===== src/rtl/fprobe_pkg.sv =====
package fprobe_pkg;

    localparam int SHIFT_W  = 4;
    localparam int PAGES_W  = 14;
    localparam int EBYTES_W = 11;

    localparam logic [7:0] OP_WAKE     = 8'hAB;
    localparam logic [7:0] OP_IDREAD   = 8'h9F;
    localparam logic [7:0] OP_STATUS   = 8'hD7;
    localparam logic [7:0] FILL_BYTE   = 8'hFF;
    localparam logic [7:0] VENDOR_CODE = 8'h1F;
    localparam logic [2:0] FAMILY_CODE = 3'b001;

    typedef enum logic [1:0] {
        RES_OK      = 2'b00,
        RES_UNKNOWN = 2'b01,
        RES_REPROG  = 2'b10
    } result_e;

    typedef enum logic [1:0] {
        FR_WAKE,
        FR_ID,
        FR_POLL,
        FR_PROG
    } frame_e;

    typedef enum logic [1:0] {
        ST_IDLE,
        ST_FRAME,
        ST_GAP
    } state_e;

    typedef struct packed {
        logic               known;
        logic [SHIFT_W-1:0] shift;
        logic [PAGES_W-1:0] pages;
    } geom_t;

    // Capacity code to page geometry.
    function automatic geom_t cap_to_geom(input logic [4:0] cap);
        geom_t g;
        g = '0;
        g.known = 1'b1;
        case (cap)
            5'h02: begin g.shift = 4'd8;  g.pages = 14'd512;  end
            5'h03: begin g.shift = 4'd8;  g.pages = 14'd1024; end
            5'h04: begin g.shift = 4'd8;  g.pages = 14'd2048; end
            5'h05: begin g.shift = 4'd8;  g.pages = 14'd4096; end
            5'h06: begin g.shift = 4'd9;  g.pages = 14'd4096; end
            5'h07: begin g.shift = 4'd9;  g.pages = 14'd8192; end
            5'h08: begin g.shift = 4'd10; g.pages = 14'd8192; end
            default: g = '0;
        endcase
        return g;
    endfunction

    // Bytes that switch the device to power-of-two pages.
    function automatic logic [7:0] binmode_byte(input logic [1:0] idx);
        case (idx)
            2'd0:    return 8'h3D;
            2'd1:    return 8'h2A;
            2'd2:    return 8'h80;
            default: return 8'hA6;
        endcase
    endfunction

    // Index of the final byte in each frame kind.
    function automatic logic [2:0] frame_last(input frame_e k);
        case (k)
            FR_WAKE: return 3'd0;
            FR_ID:   return 3'd3;
            FR_POLL: return 3'd1;
            default: return 3'd3;
        endcase
    endfunction

endpackage


===== src/rtl/fprobe_spi_byte.sv =====
module fprobe_spi_byte #(
    parameter int HALF = 2
) (
    input  logic       clk,
    input  logic       rst,
    input  logic       go,
    input  logic [7:0] tx,
    input  logic       miso,
    output logic       sclk,
    output logic       mosi,
    output logic [7:0] rx,
    output logic       fin,
    output logic       active
);

    localparam int DIV_W = (HALF > 1) ? $clog2(HALF) : 1;
    localparam logic [DIV_W-1:0] DIV_END = DIV_W'(HALF - 1);

    logic [DIV_W-1:0] div_q;
    logic [2:0]       bit_q;
    logic [7:0]       sh_q;
    logic [7:0]       rx_q;
    logic             sck_q;
    logic             act_q;
    logic             fin_q;

    always_ff @(posedge clk) begin
        if (rst) begin
            div_q <= '0;
            bit_q <= '0;
            sh_q  <= '0;
            rx_q  <= '0;
            sck_q <= 1'b0;
            act_q <= 1'b0;
            fin_q <= 1'b0;
        end else begin
            fin_q <= 1'b0;
            if (!act_q) begin
                if (go) begin
                    act_q <= 1'b1;
                    sh_q  <= tx;
                    div_q <= '0;
                    bit_q <= '0;
                    sck_q <= 1'b0;
                end
            end else if (div_q == DIV_END) begin
                div_q <= '0;
                if (!sck_q) begin
                    // rising edge: sample the incoming bit
                    sck_q <= 1'b1;
                    rx_q  <= {rx_q[6:0], miso};
                end else begin
                    // falling edge: present the next outgoing bit
                    sck_q <= 1'b0;
                    sh_q  <= {sh_q[6:0], 1'b0};
                    if (bit_q == 3'd7) begin
                        act_q <= 1'b0;
                        fin_q <= 1'b1;
                    end else begin
                        bit_q <= bit_q + 3'd1;
                    end
                end
            end else begin
                div_q <= div_q + 1'b1;
            end
        end
    end

    assign sclk   = sck_q;
    assign mosi   = sh_q[7];
    assign rx     = rx_q;
    assign fin    = fin_q;
    assign active = act_q;

endmodule


===== src/rtl/fprobe_geom.sv =====
module fprobe_geom
    import fprobe_pkg::*;
(
    input  logic [7:0] vendor,
    input  logic [7:0] dev1,
    output logic       accept,
    output geom_t      geom
);

    geom_t raw;

    always_comb begin
        raw    = cap_to_geom(dev1[4:0]);
        accept = (vendor == VENDOR_CODE) && (dev1[7:5] == FAMILY_CODE) && raw.known;
        geom   = accept ? raw : '0;
    end

endmodule


===== src/rtl/fprobe_timer.sv =====
module fprobe_timer #(
    parameter int W = 8
) (
    input  logic         clk,
    input  logic         rst,
    input  logic         load,
    input  logic [W-1:0] load_val,
    output logic         expired
);

    logic [W-1:0] cnt_q;

    always_ff @(posedge clk) begin
        if (rst) begin
            cnt_q <= '0;
        end else if (load) begin
            cnt_q <= load_val;
        end else if (cnt_q != '0) begin
            cnt_q <= cnt_q - 1'b1;
        end
    end

    assign expired = (cnt_q == '0);

endmodule


===== src/rtl/fprobe_top.sv =====
module fprobe_top
    import fprobe_pkg::*;
#(
    parameter int SCK_HALF    = 2,
    parameter int POWER_SAVE  = 1,
    parameter int WAKE_CYCLES = 10000,
    parameter int FRAME_GAP   = 2
) (
    input  logic                clk,
    input  logic                rst,
    input  logic                start,
    output logic                spi_sclk,
    output logic                spi_cs_n,
    output logic                spi_mosi,
    input  logic                spi_miso,
    output logic                busy,
    output logic                done,
    output logic [1:0]          result,
    output logic                valid,
    output logic                error,
    output logic                reprog,
    output logic [SHIFT_W-1:0]  page_shift,
    output logic [PAGES_W-1:0]  page_count,
    output logic [EBYTES_W-1:0] erase_bytes,
    output logic [PAGES_W-1:0]  erase_count
);

    localparam int     GAP_MAX = (WAKE_CYCLES > FRAME_GAP) ? WAKE_CYCLES : FRAME_GAP;
    localparam int     TMR_W   = $clog2(GAP_MAX + 1);
    localparam frame_e FIRST   = (POWER_SAVE != 0) ? FR_WAKE : FR_ID;

    state_e  st_q;
    frame_e  kind_q;
    logic [2:0] bidx_q;
    logic    kick_q;
    logic    cs_q;
    logic [7:0] vendor_q;
    logic [7:0] dev1_q;
    logic    sr_ready_q;
    logic    sr_binary_q;

    logic    done_q, valid_q, error_q, reprog_q;
    result_e result_q;
    logic [SHIFT_W-1:0] shift_q;
    logic [PAGES_W-1:0] pages_q;

    // byte engine
    logic       eng_go;
    logic [7:0] eng_tx;
    logic [7:0] eng_rx;
    logic       eng_fin;
    logic       eng_active;
    logic       last_byte;

    // decode
    logic    id_accept;
    geom_t   id_geom;

    // gap timer
    logic             tmr_load;
    logic [TMR_W-1:0] tmr_val;
    logic             tmr_expired;

    // next-step decision taken at the end of each gap
    logic    nx_finish;
    frame_e  nx_kind;
    result_e nx_result;

    fprobe_spi_byte #(.HALF(SCK_HALF)) u_byte (
        .clk    (clk),
        .rst    (rst),
        .go     (eng_go),
        .tx     (eng_tx),
        .miso   (spi_miso),
        .sclk   (spi_sclk),
        .mosi   (spi_mosi),
        .rx     (eng_rx),
        .fin    (eng_fin),
        .active (eng_active)
    );

    fprobe_geom u_geom (
        .vendor (vendor_q),
        .dev1   (dev1_q),
        .accept (id_accept),
        .geom   (id_geom)
    );

    fprobe_timer #(.W(TMR_W)) u_timer (
        .clk      (clk),
        .rst      (rst),
        .load     (tmr_load),
        .load_val (tmr_val),
        .expired  (tmr_expired)
    );

    assign eng_go    = (st_q == ST_FRAME) && kick_q && !eng_active;
    assign last_byte = (bidx_q == frame_last(kind_q));
    assign tmr_load  = (st_q == ST_FRAME) && eng_fin && last_byte;
    assign tmr_val   = (kind_q == FR_WAKE) ? TMR_W'(WAKE_CYCLES) : TMR_W'(FRAME_GAP);

    // outgoing byte for the current frame position
    always_comb begin
        eng_tx = FILL_BYTE;
        case (kind_q)
            FR_WAKE: eng_tx = OP_WAKE;
            FR_ID:   eng_tx = (bidx_q == 3'd0) ? OP_IDREAD : FILL_BYTE;
            FR_POLL: eng_tx = (bidx_q == 3'd0) ? OP_STATUS : FILL_BYTE;
            FR_PROG: eng_tx = binmode_byte(bidx_q[1:0]);
            default: eng_tx = FILL_BYTE;
        endcase
    end

    // what follows the frame that just closed
    always_comb begin
        nx_finish = 1'b0;
        nx_kind   = FR_ID;
        nx_result = RES_OK;
        case (kind_q)
            FR_WAKE: nx_kind = FR_ID;
            FR_ID: begin
                if (id_accept) begin
                    nx_kind = FR_POLL;
                end else begin
                    nx_finish = 1'b1;
                    nx_result = RES_UNKNOWN;
                end
            end
            FR_POLL: begin
                if (!sr_ready_q) begin
                    nx_kind = FR_POLL;
                end else if (sr_binary_q) begin
                    nx_finish = 1'b1;
                    nx_result = RES_OK;
                end else begin
                    nx_kind = FR_PROG;
                end
            end
            default: begin
                nx_finish = 1'b1;
                nx_result = RES_REPROG;
            end
        endcase
    end

    always_ff @(posedge clk) begin
        if (rst) begin
            st_q        <= ST_IDLE;
            kind_q      <= FR_ID;
            bidx_q      <= '0;
            kick_q      <= 1'b0;
            cs_q        <= 1'b1;
            vendor_q    <= '0;
            dev1_q      <= '0;
            sr_ready_q  <= 1'b0;
            sr_binary_q <= 1'b0;
            done_q      <= 1'b0;
            valid_q     <= 1'b0;
            error_q     <= 1'b0;
            reprog_q    <= 1'b0;
            result_q    <= RES_OK;
            shift_q     <= '0;
            pages_q     <= '0;
        end else begin
            case (st_q)
                ST_IDLE: begin
                    if (start) begin
                        done_q   <= 1'b0;
                        valid_q  <= 1'b0;
                        error_q  <= 1'b0;
                        reprog_q <= 1'b0;
                        result_q <= RES_OK;
                        shift_q  <= '0;
                        pages_q  <= '0;
                        st_q     <= ST_FRAME;
                        kind_q   <= FIRST;
                        bidx_q   <= '0;
                        kick_q   <= 1'b1;
                        cs_q     <= 1'b0;
                    end
                end
                ST_FRAME: begin
                    if (eng_go) begin
                        kick_q <= 1'b0;
                    end
                    if (eng_fin) begin
                        if (kind_q == FR_ID && bidx_q == 3'd1) vendor_q <= eng_rx;
                        if (kind_q == FR_ID && bidx_q == 3'd2) dev1_q   <= eng_rx;
                        if (kind_q == FR_POLL && bidx_q == 3'd1) begin
                            sr_ready_q  <= eng_rx[7];
                            sr_binary_q <= eng_rx[0];
                        end
                        if (last_byte) begin
                            cs_q <= 1'b1;
                            st_q <= ST_GAP;
                        end else begin
                            bidx_q <= bidx_q + 3'd1;
                            kick_q <= 1'b1;
                        end
                    end
                end
                default: begin
                    if (tmr_expired) begin
                        if (nx_finish) begin
                            st_q     <= ST_IDLE;
                            done_q   <= 1'b1;
                            result_q <= nx_result;
                            valid_q  <= (nx_result == RES_OK);
                            error_q  <= (nx_result != RES_OK);
                            reprog_q <= (nx_result == RES_REPROG);
                            if (nx_result == RES_OK) begin
                                shift_q <= id_geom.shift;
                                pages_q <= id_geom.pages;
                            end
                        end else begin
                            st_q   <= ST_FRAME;
                            kind_q <= nx_kind;
                            bidx_q <= '0;
                            kick_q <= 1'b1;
                            cs_q   <= 1'b0;
                        end
                    end
                end
            endcase
        end
    end

    assign spi_cs_n    = cs_q;
    assign busy        = (st_q != ST_IDLE);
    assign done        = done_q;
    assign result      = result_q;
    assign valid       = valid_q;
    assign error       = error_q;
    assign reprog      = reprog_q;
    assign page_shift  = shift_q;
    assign page_count  = pages_q;
    assign erase_bytes = valid_q ? (EBYTES_W'(1) << shift_q) : '0;
    assign erase_count = pages_q;

endmodule


===== config.mk =====
export PLATFORM = sky130hd
export DESIGN_NAME = fprobe_top
export DESIGN_NICKNAME = d
export VERILOG_FILES = /design/src/rtl/fprobe_pkg.sv /design/src/rtl/fprobe_spi_byte.sv /design/src/rtl/fprobe_geom.sv /design/src/rtl/fprobe_timer.sv /design/src/rtl/fprobe_top.sv
export SDC_FILE = /design/constraint.sdc
export NUM_CORES = 1
export LEC_CHECK = 0
export BUFFER_PORTS_ARGS = -buffer_cell sky130_fd_sc_hd__buf_2
export CAP_MARGIN = 30
export CORE_ASPECT_RATIO = 1.75
export CORE_UTILIZATION = 30
export CTS_BUF_LIST = sky130_fd_sc_hd__clkbuf_16
export CTS_CLUSTER_DIAMETER = 40
export DETAILED_ROUTE_END_ITERATION = 12
export PLACE_DENSITY = 0.53
export SYNTH_ARGS = -nofsm -noshare
export SYNTH_HDL_FRONTEND = slang
export SYNTH_SLANG_ARGS = --single-unit

===== constraint.sdc =====
create_clock -name clk -period 8 [get_ports clk]
set_input_delay 0.4 -clock clk [delete_from_list [all_inputs] [get_ports clk]]
set_output_delay 0.4 -clock clk [all_outputs]
set_load 0.01 [all_outputs]

; ---- Yosys cells after proc, flatten, opt, wreduce, memory -nomap -nowiden
; Cells that the tools add are included.
[op_classes]
bitwise = 4
reduce_logical = 42
n_shift = 1
add_sub_neg = 4
mux = 97
eq_ne = 29
[ops]
columns = operator, n
row1 = 18-bit case mux with 7 select lines, 1
row2 = 14-bit 2-to-1 mux, 7
row3 = 1-bit 2-to-1 mux, 37
row4 = 8-bit 2-to-1 mux, 4
row5 = 8-bit case mux with 4 select lines, 1
row6 = 3-bit 2-to-1 mux, 10
row7 = 14-bit case mux with 2 select lines, 1
row8 = 2-bit 2-to-1 mux, 12
row9 = 2-bit case mux with 2 select lines, 6
row10 = 8-bit case mux with 3 select lines, 1
row11 = 5-bit by 3-bit == test with 1-bit output (second input constant), 4
row12 = 18-bit 2-to-1 mux, 1
row13 = 3-bit AND reduction, 6
row14 = 4-bit 2-to-1 mux, 4
row15 = 4-bit AND reduction, 4
row16 = 5-bit AND reduction, 3
row17 = 14-bit logical NOT, 1
row18 = 14-bit nonzero test, 1
row19 = 2-bit nonzero test, 7
row20 = 14-bit by 1-bit subtractor with 14-bit output (second input constant), 1
row21 = 1-bit case mux with 2 select lines, 6
row22 = 11-bit 2-to-1 mux, 1
row23 = 1-bit by 4-bit << shifter with 11-bit output (first input constant), 1
row24 = 5-bit by 2-bit == test with 1-bit output (second input constant), 2
row25 = other kinds (28), 55
[totals]
reg_bits = 88
inputBits = 4
out_inout_bits = 53

; ---- Longest topological paths before layout
[depth]
word_depth = 11
mapped_depth = 8
ltp_nobuf = 7

; ---- Cells and area by module
; From an unflattened synthesis, not the netlist that was laid out.
[hier_totals]
cells_unflattened = 551
area_unflattened_um2 = 4750.8
[modules_own_cells]
columns = mod, area_each_um2, cells_each, n_inst, seq_area_each_um2
row1 = fprobe_top, 2596.2, 310, 1, 1021.0
row2 = fprobe_spi_byte, 1036.0, 96, 1, 460.4
row3 = fprobe_timer, 887.1, 109, 1, 280.3
row4 = fprobe_geom, 231.5, 36, 1, 0.0

; ---- Worst setup path before layout
; No wires, ideal clock.
[synth_path]
path_kind = reg-to-reg
start = register u_timer.cnt_q[0]
end = register error_q (netlist: error)
path_slack_ns = 5.450
setup_time_ns = 0.070
period_less_slack_ns = 2.550
t_arrival_ns = 2.480
n_path_buf = 1
required_time_ns = 7.930
path_stages_with_launch = 9
path_cell_list = dfxtp_1 > inv_1 > ha_1 > or4b_4 > or4b_4 > or3_1 > clkbuf_2 > or3_4 > o2bb2ai_1
[synth_via]
elab_chain_cells = 3
[synth_rtl]
columns = element, line
row1 = from (decl), fprobe_timer.sv:11  ; logic [W-1:0] cnt_q;
row2 = from (signal assigned), fprobe_timer.sv:17  ; cnt_q <= load_val;
row3 = from (signal assigned), fprobe_timer.sv:19  ; cnt_q <= cnt_q - 1'b1;
row4 = 14-bit logical NOT, fprobe_timer.sv:23  ; assign expired = (cnt_q == '0);
row5 = 2-bit nonzero test (no line), n/a
row6 = 4-bit AND reduction (no line), n/a
row7 = to (signal assigned), fprobe_top.sv:209  ; error_q <= (nx_result != RES_OK);
row8 = to (decl), fprobe_top.sv:42  ; logic done_q, valid_q, error_q, reprog_q;
; No other way between the ends.
; A chain may end at the register's enable or synchronous reset.

; ---- Worst setup path in the final report
[layout_path]
start = register u_timer.cnt_q[0]
end = register valid_q (netlist: valid)
[layout_via]
elab_chain_cells = 3
[layout_rtl]
columns = element, line
row1 = 14-bit logical NOT, fprobe_timer.sv:23
row2 = 2-bit nonzero test (no line), n/a
row3 = 4-bit AND reduction (no line), n/a
row4 = to (signal assigned), fprobe_top.sv:208  ; valid_q <= (nx_result == RES_OK);
row5 = to (decl), fprobe_top.sv:42
; No other way between the ends.

==> results.sh <==
export IMPL_status="finished clean"
export IMPL_crit_chain="inv_1 > ha_1 > or4b_4 > or4b_4 > or3_1 > or3_4 > o2bb2ai_1"
export IMPL_drt_wirelength_per_cell_um=13.4
export IMPL_drc=0
export IMPL_clk_latency_ns=0.34
export IMPL_criticalPathCategory="register to register"
export IMPL_numPortBuffers=33
export IMPL_setup_slack_ns=5.26
export IMPL_synth_flop_cell="dfxtp_1"
export IMPL_worst_pin_slew_ns=0.883
export IMPL_synth_compound_area_share_pct=18.5
export IMPL_powerDensity_nw_per_um2=245
export IMPL_cts_hold_buf=0
export IMPL_hold_viol_final=0
export IMPL_cts_tree="yes"
export IMPL_vdd_ir_drop_worst_uv=125
export IMPL_wl_met1_um=3760
export IMPL_synth_edf_count=0
export IMPL_cp_end_kind="register"
export IMPL_post_cts_buffers=0
export IMPL_ys_ff_latch=77
export IMPL_die_y_um=154
export IMPL_row_count=55
export IMPL_synth_adder_area_share_pct=4.09
export IMPL_finalSetupViolCount=0
export IMPL_nets=511
export IMPL_wl_met2_um=4670
export IMPL_grt_first_pass_wirelength_um=14900
export IMPL_min_period_ns=2.74
export IMPL_max_stage_delay_ns=0.54
export IMPL_yosys_mux_area_fraction_pct=5.03
export IMPL_antenna_left=0
export IMPL_rsz0062_at_grt="no"
export IMPL_first_pass_iters=6
export IMPL_synth_area_leaders="dfxtp_1 39%, buf_4 5.5%, nor2_1 5.5%"
export IMPL_antenna_found_initial=0
export IMPL_vias_per_cell=5.01
export IMPL_antenna_cells=0
export IMPL_route_met3_wl_um=338
export IMPL_p_leak_uw=0.00179
export IMPL_critPathLaunchType="register"
export IMPL_die_area_sq_um=13700
export IMPL_die_w_um=89.0
export IMPL_required_ns=8.27
export IMPL_ys_seq_area_share_pct=38.8
export IMPL_fin_worst_skew_ns=0.00611
export IMPL_io_pins=57
export IMPL_yosys_area_share_simple_pct=21.8
export IMPL_cp_arrival_ns=3.02
export IMPL_yosysTopAreaCell="dfxtp_1"
export IMPL_cts_resized=0
export IMPL_synth_top_family_by_area="simple AND/OR/NAND/NOR gates"
export IMPL_dr_total_vias=3357
export IMPL_slowest_stage="or4b_4"
export IMPL_top_layer_used="met4"
export IMPL_grt_start_max_net_pins=66
export IMPL_track_usage_pct=13.8
export IMPL_dp_slack_ns=5.25
export IMPL_clock_path_buffers=2
export IMPL_finalCritPeriodShare_pct=34.3
export IMPL_setup_tns_final_ns=0
export IMPL_final_max_slew_viol_count=0
export IMPL_grt_ovfl_total=0
export IMPL_hp_class="primary input to register"
export IMPL_clkSinkCount=77
export IMPL_cts_htree_levels=3
export IMPL_cp_max_fo=7
export IMPL_dp_hpwl_um=6500
export IMPL_drt_iter0_markers=118
export IMPL_globalplace_congestion=0.825
export IMPL_netlist_area_sq_um=3980
export IMPL_synthArstFlopShare_pct=0
export IMPL_yosysWarnings=0
export IMPL_synthCells=474
export IMPL_coreArea_sq_um=12900
export IMPL_cp_num_buf_inv=1
export IMPL_relSlewSlack_pct=40.8
export IMPL_cts_root_buf="clkbuf_16"
export IMPL_critPathTopFamily="simple AND/OR/NAND/NOR gates"
export IMPL_synth_xor_area_share_pct=2.64
export IMPL_routed_wl_um=8990
export IMPL_clk_pin_slew_ns=0.06
export IMPL_drive_gt1_share_pct=12.6
export IMPL_synth_cell_types=63
export IMPL_fmaxAchievable_ghz=0.364
export IMPL_cts_buffers=9
export IMPL_maxCapViolations=0
export IMPL_grt_pass1_vias=3187
export IMPL_path_common_cell="or4b_4"
export IMPL_initial_core_util_pct=30.7
export IMPL_avgSynthCellArea_sq_um=8.39
export IMPL_yosys_area_top_type_share_pct=38.8
export IMPL_area_delta_synth_final_pct=12.0
==> cell type report <==
type	instances	area, sq um
Clock buffer	9	225
Clock inverter	7	63.8
Fill cell	1388	8480
Inverter	18	67.6
Multi-Input combinational cell	353	2160
Sequential cell	77	1540
Tap cell	171	214
Timing Repair Buffer	35	183
==> metal layers <==
layer / track usage, % / vias to the layer above
met1: 15.1 / 1575
met3: 2.77 / 20
met2: 24.5 / 82
li1: - / 1680
met5: 0 / -
met4: 6.73 / 0
==> where the power goes <==
group,switching (uW),internal [uW],total [uW]
combinational,144,105,249
sequential,32.3,414,446
clock,180,217,397
total,356,736,1090
==> kinds of logic after synthesis <==
| group | count (synthesis) |
|---|---|
| AND/OR/NAND/NOR | 172 |
| other | 1 |
| buffers and inverters | 66 |
| adder cells (fa/ha/maj) | 13 |
| XOR/XNOR | 12 |
| flip-flops | 77 |
| AO/OA/AOI/OAI | 113 |
| multiplexers | 20 |
==> placed cells by master, fill, tap and decap left out, types with 4 or more instances in the layout <==
| master | netlist | final |
|---|---|---|
| ha_1 | 13 | 13 |
| a21o_1 | 4 | 4 |
| inv_1 | 17 | 17 |
| a31oi_1 | 5 | 5 |
| mux2i_1 | 20 | 20 |
| clkbuf_16 | 0 | 9 |
| or2_2 | 4 | 4 |
| nand3_1 | 12 | 12 |
| nand2b_1 | 6 | 6 |
| a21oi_1 | 41 | 41 |
| nor4bb_1 | 5 | 5 |
| a211oi_1 | 5 | 5 |
| dfxtp_1 | 77 | 77 |
| o211ai_1 | 5 | 5 |
| xor2_1 | 9 | 9 |
| conb_1 | 1 | 23 |
| o21ai_0 | 17 | 17 |
| a22o_1 | 7 | 7 |
| nand2_1 | 42 | 42 |
| nor3_1 | 12 | 12 |
| buf_2 | 1 | 33 |
| nor2_1 | 58 | 58 |
| nor4_1 | 6 | 6 |
==> cells in the mapped netlist, drive strengths merged, types with 3 or more instances <==
cell type and n:
dfxtp 77, nor2 58, nand2 42, a21oi 41, buf 30, mux2i 20, clkbuf 18, inv 17
o21ai 17, ha 13, nand3 12, nor3 12, xor2 9, a22o 7, nand2b 6, nor4 6
a211oi 5, a31oi 5, nor4bb 5, o211ai 5, or3 5, a21o 4, or2 4, a311oi 3
nor4b 3, o21a 3, o2bb2ai 3, or4 3, xnor2 3
==> worst paths after layout <==
path	from	endpoint	slack, ns	cells past startpoint
max	u_timer.cnt_q[0]	valid	5.26	7
min reg2reg	spi_cs_n	spi_cs_n	0.45	1
min	spi_miso	u_byte.rx[0]	0.30	3
max reg2reg	u_timer.cnt_q[0]	valid	5.26	7
==> state kept, by name, summed over array words and instances, names as in the netlist, 2 cells and up <==
signal / flops
u_timer.cnt_q: 14
dev1_q: 8
u_byte.rx: 8
u_byte.sh_q: 8
vendor_q: 8
erase_count: 5
bidx_q: 3
page_shift: 3
u_byte.bit_q: 3
kind_q: 2
st_q: 2
==> worst register-to-register path: stages, from the launching register on <==
cell and delay [ns]:
dfxtp_1 0.32, inv_1 0.09, ha_1 0.22, or4b_4 0.50, or4b_4 0.54, or3_1 0.47, or3_4 0.40, o2bb2ai_1 0.14
==> per-stage QoR <==
| stage | utilization [%] | std cells | power, uW | cell area (sq um) | hold WS [ns] |
|---|---|---|---|---|---|
| after floorplan | - | 496 | 655 | 4060 | 0.427 |
| after global placement | 32.1 | 653 | 694 | 4160 | 0.433 |
| after detailed placement | 32.2 | 654 | 702 | 4170 | 0.439 |
| after CTS | 34.4 | 670 | 1100 | 4450 | 0.289 |
| after global routing | 34.4 | 670 | 1160 | 4450 | 0.327 |
| final | 34.4 | 670 | 1090 | 4450 | 0.301 |
No activity file was read; power rests on OpenSTA's default activity.
